File: src/rtl/i2cbe_pkg.sv
`timescale 1ns/1ps
package i2cbe_pkg;

   typedef enum logic [2:0] {
      CMD_START   = 3'd0,
      CMD_RESTART = 3'd1,
      CMD_STOP    = 3'd2,
      CMD_WRITE   = 3'd3,
      CMD_READ    = 3'd4
   } cmd_e;

   typedef enum logic [2:0] {
      ST_IDLE,
      ST_START,
      ST_LOW,
      ST_RISE,
      ST_HIGH
   } phase_e;

   function automatic logic code_known(input logic [2:0] code);
      return code <= 3'd4;
   endfunction

endpackage

File: src/rtl/i2cbe_sync.sv
`timescale 1ns/1ps
module i2cbe_sync #(
   parameter int   STAGES  = 2,
   parameter logic RST_VAL = 1'b1
) (
   input  logic clk,
   input  logic rst_n,
   input  logic d,
   output logic q
);

   if (STAGES > 4) begin : g_bad_depth
      $error("i2cbe_sync: STAGES must be 0 to 4");
   end

   if (STAGES == 0) begin : g_pass
      assign q = d;
   end else begin : g_chain
      logic [STAGES-1:0] sh_q;
      always_ff @(posedge clk or negedge rst_n) begin
         if (!rst_n) begin
            sh_q <= {STAGES{RST_VAL}};
         end else begin
            sh_q[0] <= d;
            for (int i = 1; i < STAGES; i++) begin
               sh_q[i] <= sh_q[i-1];
            end
         end
      end
      assign q = sh_q[STAGES-1];
   end

endmodule

File: src/rtl/i2cbe_baud.sv
`timescale 1ns/1ps
module i2cbe_baud #(
   parameter int W = 9
) (
   input  logic         clk,
   input  logic         rst_n,
   input  logic [W-1:0] reload_val,
   input  logic         load,
   input  logic         run,
   output logic         tick
);

   localparam logic [W-1:0] ONE = {{(W-1){1'b0}}, 1'b1};

   if (W < 2 || W > 16) begin : g_bad_width
      $error("i2cbe_baud: W must be 2 to 16");
   end

   logic [W-1:0] cnt_q;

   always_ff @(posedge clk or negedge rst_n) begin
      if (!rst_n) begin
         cnt_q <= '0;
      end else if (load) begin
         cnt_q <= reload_val;
      end else if (run) begin
         cnt_q <= (cnt_q == '0) ? reload_val : cnt_q - ONE;
      end
   end

   assign tick = run && (cnt_q == '0);

   AST_LOAD_NO_EARLY_TICK: assert property (@(posedge clk) disable iff (!rst_n)
      (load && reload_val != '0) |=> !tick);

endmodule

File: src/rtl/i2cbe_seq.sv
`timescale 1ns/1ps
module i2cbe_seq
   import i2cbe_pkg::*;
(
   input  logic       clk,
   input  logic       rst_n,
   input  logic       cmd_valid,
   input  logic [2:0] cmd_code,
   input  logic       cmd_wdata,
   output logic       cmd_ready,
   output logic       rsp_valid,
   output logic       rsp_rdata,
   input  logic       scl_s,
   input  logic       sda_s,
   input  logic       tick,
   input  logic       evt_clear,
   output logic       evt_flag,
   output logic       scl_oe,
   output logic       sda_oe,
   output logic       cnt_load,
   output logic       cnt_run
);

   phase_e st_q;
   cmd_e   op_q;
   logic   wbit_q, scl_oe_q, sda_oe_q, rsp_q, rdata_q, evt_q;
   logic   accept, collide;

   assign cmd_ready = (st_q == ST_IDLE) && !evt_q;
   assign accept    = cmd_ready && cmd_valid && code_known(cmd_code);
   assign collide   = (st_q == ST_HIGH) && tick && (op_q == CMD_WRITE) && wbit_q && !sda_s;

   assign cnt_run  = (st_q == ST_START) || (st_q == ST_LOW) || (st_q == ST_HIGH);
   assign cnt_load = accept
                   || ((st_q == ST_RISE) && scl_s)
                   || ((st_q == ST_HIGH) && tick && (op_q == CMD_RESTART));

   always_ff @(posedge clk or negedge rst_n) begin
      if (!rst_n) begin
         st_q     <= ST_IDLE;
         op_q     <= CMD_START;
         wbit_q   <= 1'b0;
         scl_oe_q <= 1'b0;
         sda_oe_q <= 1'b0;
         rsp_q    <= 1'b0;
         rdata_q  <= 1'b0;
         evt_q    <= 1'b0;
      end else begin
         rsp_q <= 1'b0;
         if (evt_clear) evt_q <= 1'b0;
         case (st_q)
            ST_IDLE: begin
               if (accept) begin
                  op_q   <= cmd_e'(cmd_code);
                  wbit_q <= cmd_wdata;
                  case (cmd_e'(cmd_code))
                     CMD_START: begin
                        sda_oe_q <= 1'b1;
                        st_q     <= ST_START;
                     end
                     CMD_RESTART: begin
                        scl_oe_q <= 1'b1;
                        sda_oe_q <= 1'b0;
                        st_q     <= ST_LOW;
                     end
                     CMD_STOP: begin
                        scl_oe_q <= 1'b1;
                        sda_oe_q <= 1'b1;
                        st_q     <= ST_LOW;
                     end
                     CMD_WRITE: begin
                        scl_oe_q <= 1'b1;
                        sda_oe_q <= !cmd_wdata;
                        st_q     <= ST_LOW;
                     end
                     default: begin
                        scl_oe_q <= 1'b1;
                        sda_oe_q <= 1'b0;
                        st_q     <= ST_LOW;
                     end
                  endcase
               end
            end
            ST_START: begin
               if (tick) begin
                  scl_oe_q <= 1'b1;
                  rsp_q    <= 1'b1;
                  st_q     <= ST_IDLE;
               end
            end
            ST_LOW: begin
               if (tick) begin
                  scl_oe_q <= 1'b0;
                  st_q     <= ST_RISE;
               end
            end
            ST_RISE: begin
               if (scl_s) st_q <= ST_HIGH;
            end
            ST_HIGH: begin
               if (tick) begin
                  if (collide) begin
                     scl_oe_q <= 1'b0;
                     sda_oe_q <= 1'b0;
                     evt_q    <= 1'b1;
                     st_q     <= ST_IDLE;
                  end else begin
                     case (op_q)
                        CMD_STOP: begin
                           sda_oe_q <= 1'b0;
                           rsp_q    <= 1'b1;
                           st_q     <= ST_IDLE;
                        end
                        CMD_RESTART: begin
                           sda_oe_q <= 1'b1;
                           st_q     <= ST_START;
                        end
                        CMD_READ: begin
                           rdata_q  <= sda_s;
                           scl_oe_q <= 1'b1;
                           rsp_q    <= 1'b1;
                           st_q     <= ST_IDLE;
                        end
                        default: begin
                           scl_oe_q <= 1'b1;
                           rsp_q    <= 1'b1;
                           st_q     <= ST_IDLE;
                        end
                     endcase
                  end
               end
            end
            default: st_q <= ST_IDLE;
         endcase
      end
   end

   assign scl_oe    = scl_oe_q;
   assign sda_oe    = sda_oe_q;
   assign rsp_valid = rsp_q;
   assign rsp_rdata = rdata_q;
   assign evt_flag  = evt_q;

   AST_RSP_SINGLE: assert property (@(posedge clk) disable iff (!rst_n)
      rsp_q |=> !rsp_q);
   AST_HIGH_RELEASED: assert property (@(posedge clk) disable iff (!rst_n)
      (st_q == ST_HIGH) |-> !scl_oe_q);
   AST_STRETCH_WAIT: assert property (@(posedge clk) disable iff (!rst_n)
      (st_q == ST_RISE && !scl_s) |=> (st_q == ST_RISE && !scl_oe_q));
   AST_DATA_STABLE_HIGH: assert property (@(posedge clk) disable iff (!rst_n)
      (st_q == ST_HIGH && !tick && (op_q == CMD_WRITE || op_q == CMD_READ)) |=> $stable(sda_oe_q));
   AST_COLLIDE_RELEASE: assert property (@(posedge clk) disable iff (!rst_n)
      $rose(evt_q) |-> (!scl_oe_q && !sda_oe_q && st_q == ST_IDLE && !rsp_q));
   AST_FLAG_HOLDS_IDLE: assert property (@(posedge clk) disable iff (!rst_n)
      (st_q == ST_IDLE && evt_q) |=> (st_q == ST_IDLE));

endmodule

File: src/rtl/i2c_bit_engine.sv
`timescale 1ns/1ps
module i2c_bit_engine #(
   parameter int BRG_W       = 9,
   parameter int SYNC_STAGES = 2
) (
   input  logic             clk,
   input  logic             rst_n,
   input  logic [BRG_W-1:0] baud_div,
   input  logic             cmd_valid,
   input  logic [2:0]       cmd_code,
   input  logic             cmd_wdata,
   output logic             cmd_ready,
   output logic             rsp_valid,
   output logic             rsp_rdata,
   input  logic             scl_in,
   output logic             scl_oe,
   input  logic             sda_in,
   output logic             sda_oe,
   input  logic             evt_clear,
   output logic             evt_collision
);

   localparam int NLINES = 2;
   localparam int L_SCL  = 0;
   localparam int L_SDA  = 1;

   if (SYNC_STAGES < 0 || SYNC_STAGES > 4) begin : g_bad_sync
      $error("i2c_bit_engine: SYNC_STAGES must be 0 to 4");
   end

   logic [NLINES-1:0] line_raw, line_s;
   logic tick, cnt_load, cnt_run;

   assign line_raw[L_SCL] = scl_in;
   assign line_raw[L_SDA] = sda_in;

   for (genvar g = 0; g < NLINES; g++) begin : g_line
      i2cbe_sync #(.STAGES(SYNC_STAGES), .RST_VAL(1'b1)) u_sync (
         .clk   (clk),
         .rst_n (rst_n),
         .d     (line_raw[g]),
         .q     (line_s[g])
      );
   end

   i2cbe_baud #(.W(BRG_W)) u_baud (
      .clk        (clk),
      .rst_n      (rst_n),
      .reload_val (baud_div),
      .load       (cnt_load),
      .run        (cnt_run),
      .tick       (tick)
   );

   i2cbe_seq u_seq (
      .clk       (clk),
      .rst_n     (rst_n),
      .cmd_valid (cmd_valid),
      .cmd_code  (cmd_code),
      .cmd_wdata (cmd_wdata),
      .cmd_ready (cmd_ready),
      .rsp_valid (rsp_valid),
      .rsp_rdata (rsp_rdata),
      .scl_s     (line_s[L_SCL]),
      .sda_s     (line_s[L_SDA]),
      .tick      (tick),
      .evt_clear (evt_clear),
      .evt_flag  (evt_collision),
      .scl_oe    (scl_oe),
      .sda_oe    (sda_oe),
      .cnt_load  (cnt_load),
      .cnt_run   (cnt_run)
   );

endmodule

File: config.mk
export PLATFORM = sky130hd
export DESIGN_NAME = i2c_bit_engine
export DESIGN_NICKNAME = d
export VERILOG_FILES = /design/src/rtl/i2cbe_pkg.sv /design/src/rtl/i2cbe_sync.sv /design/src/rtl/i2cbe_baud.sv /design/src/rtl/i2cbe_seq.sv /design/src/rtl/i2c_bit_engine.sv
export SDC_FILE = /design/constraint.sdc
export NUM_CORES = 1
export LEC_CHECK = 0
export ABC_AREA = 0
export BUFFER_PORTS_ARGS = -buffer_cell sky130_fd_sc_hd__buf_2
export CORE_MARGIN = 1
export CORE_UTILIZATION = 50
export CTS_BUF_LIST = sky130_fd_sc_hd__clkbuf_2 sky130_fd_sc_hd__clkbuf_4 sky130_fd_sc_hd__clkbuf_8
export CTS_CLUSTER_DIAMETER = 50
export DETAILED_ROUTE_END_ITERATION = 10
export GPL_TIMING_DRIVEN = 1
export PLACE_DENSITY = 0.71
export REMOVE_ABC_BUFFERS = 1
export SLEW_MARGIN = 40
export SYNTH_ARGS = -nofsm -noshare
export SYNTH_HDL_FRONTEND = slang
export SYNTH_SLANG_ARGS = --single-unit
File: constraint.sdc
create_clock -name clk -period 2.36 [get_ports clk]
set_input_delay 0.236 -clock clk [delete_from_list [all_inputs] [get_ports clk]]
set_output_delay 0.236 -clock clk [all_outputs]
set_load 0.005 [all_outputs]
==> run_results.csv <==
group,metric,value,unit
sta,tns,0,ns
sta,slew_headroom,62.9,%
drt,via_per_inst,6.09,
logic_synthesis,synth_area,0.00156,mm2
clocking,cts-root-buf,"clkbuf_4",
logic_synthesis,synth.distinct_cells,52,
worst_setup_path,critPathTopFamily,"simple AND/OR/NAND/NOR gates",
clocking,htreeDepth,1,
logic_synthesis,synth_async_sr_flop_share,100,%
pwr,power.share.clock,9.4,%
pwr,p_sw_share,44.8,%
worst_setup_path,cp.arrival,2.29,ns
pwr,p_seq_share,40.9,%
cells_and_area,nFillCells,249,
drt,vias,1284,
global_routing,grt.overflow.total,0,
clocking,clk_pin_slew,0.14,ns
drt,routed_wirelength,3180,um
logic_synthesis,synth_warnings,0,
status,violations,"design-rule violations",
floorplanning,die_x,57.8,um
sta,max_freq,486,MHz
status,status,"finished with violations",
cells_and_area,design_area,0.00173,mm2
place,placed_cell_area,0.00167,mm2
clocking,ctsResizeCount,0,
sta,period_minus_slack,2.06,ns
global_routing,track_usage,21.4,%
global_routing,grt_pass1_vias,1198,
drt,wl_per_cell,15.0,um
worst_setup_path,cp-start-kind,"register",
logic_synthesis,synth_ff_type,"dfrtp_1",
cells_and_area,area_delta_synth_final,11.2,%
place,portBuffers,24,
worst_setup_path,path_buf_inv,1,
cells_and_area,drive_above_1_share,29.4,%
floorplanning,rows,19,
place,placed_cells,204,
logic_synthesis,yosysSeqAreaShare,40.5,%
worst_setup_path,max_stage_delay,0.43,ns
global_routing,grt_pass1_wl,5420,um
pwr,peakVddDrop,0.634,mV
logic_synthesis,synth_enable_flop_cells,0,
place,gp_congestion,0.930,
worst_setup_path,critical-path-slowest-cell,"dfrtp_1",
sta,setup_violations,0,
global_routing,antenna_found_initial,0,
floorplanning,die-area,0.00334,mm2
global_routing,grt_max_degree,26,
sta,slew_viol_final,0,
pwr,powerDensity,1190,mW/mm2
clocking,cts.sinks,25,
sta,fin_crit_sh,87.1,%
drt,drt_iter0_markers,54,
worst_setup_path,path_class,"reg -> reg",
drt,drt-pass1-iter-count,7,
floorplanning,coreArea,0.00285,mm2
cells_and_area,instances_no_fill,211,
logic_synthesis,synth-seq-cells,25,
sta,final.setup_skew,0.0130,ns
clocking,cts_setup_buffers,0,
pwr,power.total,2070,uW
worst_setup_path,critPathMaxFanout,19,
clocking,max-clock-path-buffers,2,
logic_synthesis,syn_inst,154,
floorplanning,die_y,57.8,um
clocking,cts_hold_buf,3,
sta,tightest_slew,0.556,ns
place,dpl.hpwl,2360,um
sta,rsz0062_at_grt,"false",
cells_and_area,post-route-util,60.7,%
job,cap_violations,0,
floorplanning,start_util,54.6,%
cells_and_area,finalNetCount,202,
floorplanning,io_pins,25,
pwr,p_switching,926,uW
min_path,hold_class,"in -> reg",
drt,drc_errors,1,
drt,ant_nets,0,
logic_synthesis,avgSynthCellArea,10.1,um2
worst_setup_path,worstPathCellList,"inv_1 > ha_1 > nor3b_2 > nand3_2 > nand3_4 > o21ai_2 > a221o_1",
worst_setup_path,critPathRequiredTime,2.60,ns
cells_and_area,antennaDiodeCount,0,
clocking,cts_tree,"yes",
pwr,p_comb_share,49.7,%
clocking,worstSkewPairLatency,0.33,ns
clocking,numCtsBuffers,3,
sta,hold_viol,0,
pwr,p_leak,0.000732,uW
pwr,p_int,1140,uW
worst_setup_path,endpoint_kind,"register",
==> cells by family (layout without fill, tap and decap cells) <==
kind of cell	after synthesis	in the layout	synth area share, %
simple gates	60	60	25.5
compound gates	43	43	19.4
flops	25	25	40.5
mux	11	11	7.71
buf+inv	11	37	4.18
fa+ha+maj	2	2	1.61
xor+xnor	2	2	1.12
==> cell usage after synthesis, drive strengths merged (4+ instances only) <==
| cell type | count | share of area, % |
|---|---|---|
| buf | 5 | 2.7 |
| dfrtp | 21 | 34 |
| mux2 | 5 | 3.9 |
| nor3b | 4 | 3.0 |
| mux2i | 6 | 3.9 |
| nand3 | 5 | 3.4 |
| a21oi | 6 | 1.9 |
| o2bb2ai | 6 | 3.4 |
| or3 | 5 | 2.0 |
| inv | 6 | 1.4 |
| nor2 | 13 | 3.1 |
| nand2 | 8 | 1.9 |
| nor4 | 4 | 3.0 |
| dfstp | 4 | 6.7 |
| nor3 | 9 | 3.6 |
| a31oi | 4 | 2.0 |
| o21ai | 14 | 5.0 |
==> routing by layer <==
metal / track usage [%] / part of all wire (%) / up-vias / wire length (um)
met4: 9.52 / 1.9 / 0 / 60
met1: 29.5 / 48 / 602 / 1520
met5: 0 / 0 / - / 0
met2: 32.3 / 46 / 38 / 1460
li1: - / - / 637 / -
met3: 4.91 / 4.3 / 7 / 137
==> final timing paths <==
| path | to | slack (ns) | depth (start not counted) | from |
|---|---|---|---|---|
| min in group asynchronous | u_seq.rsp_valid | 0.41 | 2 | rst_n |
| max in group asynchronous | g_line[1].u_sync.g_chain.sh_q[0] | 1.56 | 2 | rst_n |
| hold reg to reg | g_line[1].u_sync.g_chain.sh_q[1] | 0.37 | 0 | g_line[1].u_sync.g_chain.sh_q[0] |
| setup reg to reg | u_baud.cnt_q[7] | 0.30 | 7 | u_baud.cnt_q[0] |
| hold / removal | u_seq.evt_flag | 0.06 | 2 | evt_clear |
| setup / recovery | u_baud.cnt_q[7] | 0.30 | 7 | u_baud.cnt_q[0] |
==> power groups by stage <==
stage / Clock (uW) / Combinational [uW] / Sequential, uW
6_report: 195 / 1030 / 846
5_1_grt: 221 / 1150 / 880
4_1_cts: 210 / 1030 / 840
3_5_place_dp: 0 / 1020 / 852
3_3_place_gp: 0 / 1000 / 835
2_1_floorplan: 0 / 813 / 796
==> sequential cells by signal, summed over array words and instances, names as in the netlist <==
register and flops:
u_seq.evt_flag 1, u_seq.rsp_rdata 1, g_line.u_sync.g_chain.sh_q 4, u_seq.op_q 3, u_seq.scl_oe 1, u_seq.st_q 3
u_baud.cnt_q 9, u_seq.wbit_q 1, u_seq.sda_oe 1, u_seq.rsp_valid 1
==> placed cells by master, fill, tap and decap left out, types with 3 or more instances in the layout <==
cell	instances
mux2i_1	6
nor3_1	8
mux2_2	4
a21oi_1	6
a31oi_1	3
o2bb2ai_1	6
nor2_1	13
dfrtp_1	21
clkbuf_4	3
dfstp_2	4
or3_1	5
nand3_2	3
dlygate4sd3_1	3
buf_2	24
nand2_1	8
inv_1	6
o21ai_0	11
==> per-stage QoR <==
stage	hold slack (ns)	worst slack, ns
after floorplan	-0.0596	0.519
after global placement	0.247	0.364
after detailed placement	0.258	0.332
after CTS	0.0452	0.309
after global routing	0.0664	0.153
final	0.0578	0.304
==> layout make-up <==
type	count	area, um2	area share (%)
flip-flops and latches	25	631	36.4
repair buffers	27	150	8.67
inverters	6	22.5	1.30
well taps	31	38.8	2.24
multi-input cells	118	862	49.8
clock buffers	3	22.5	1.30
clock inverters	1	5.00	0.289
No activity file was read; power rests on OpenSTA's default activity.
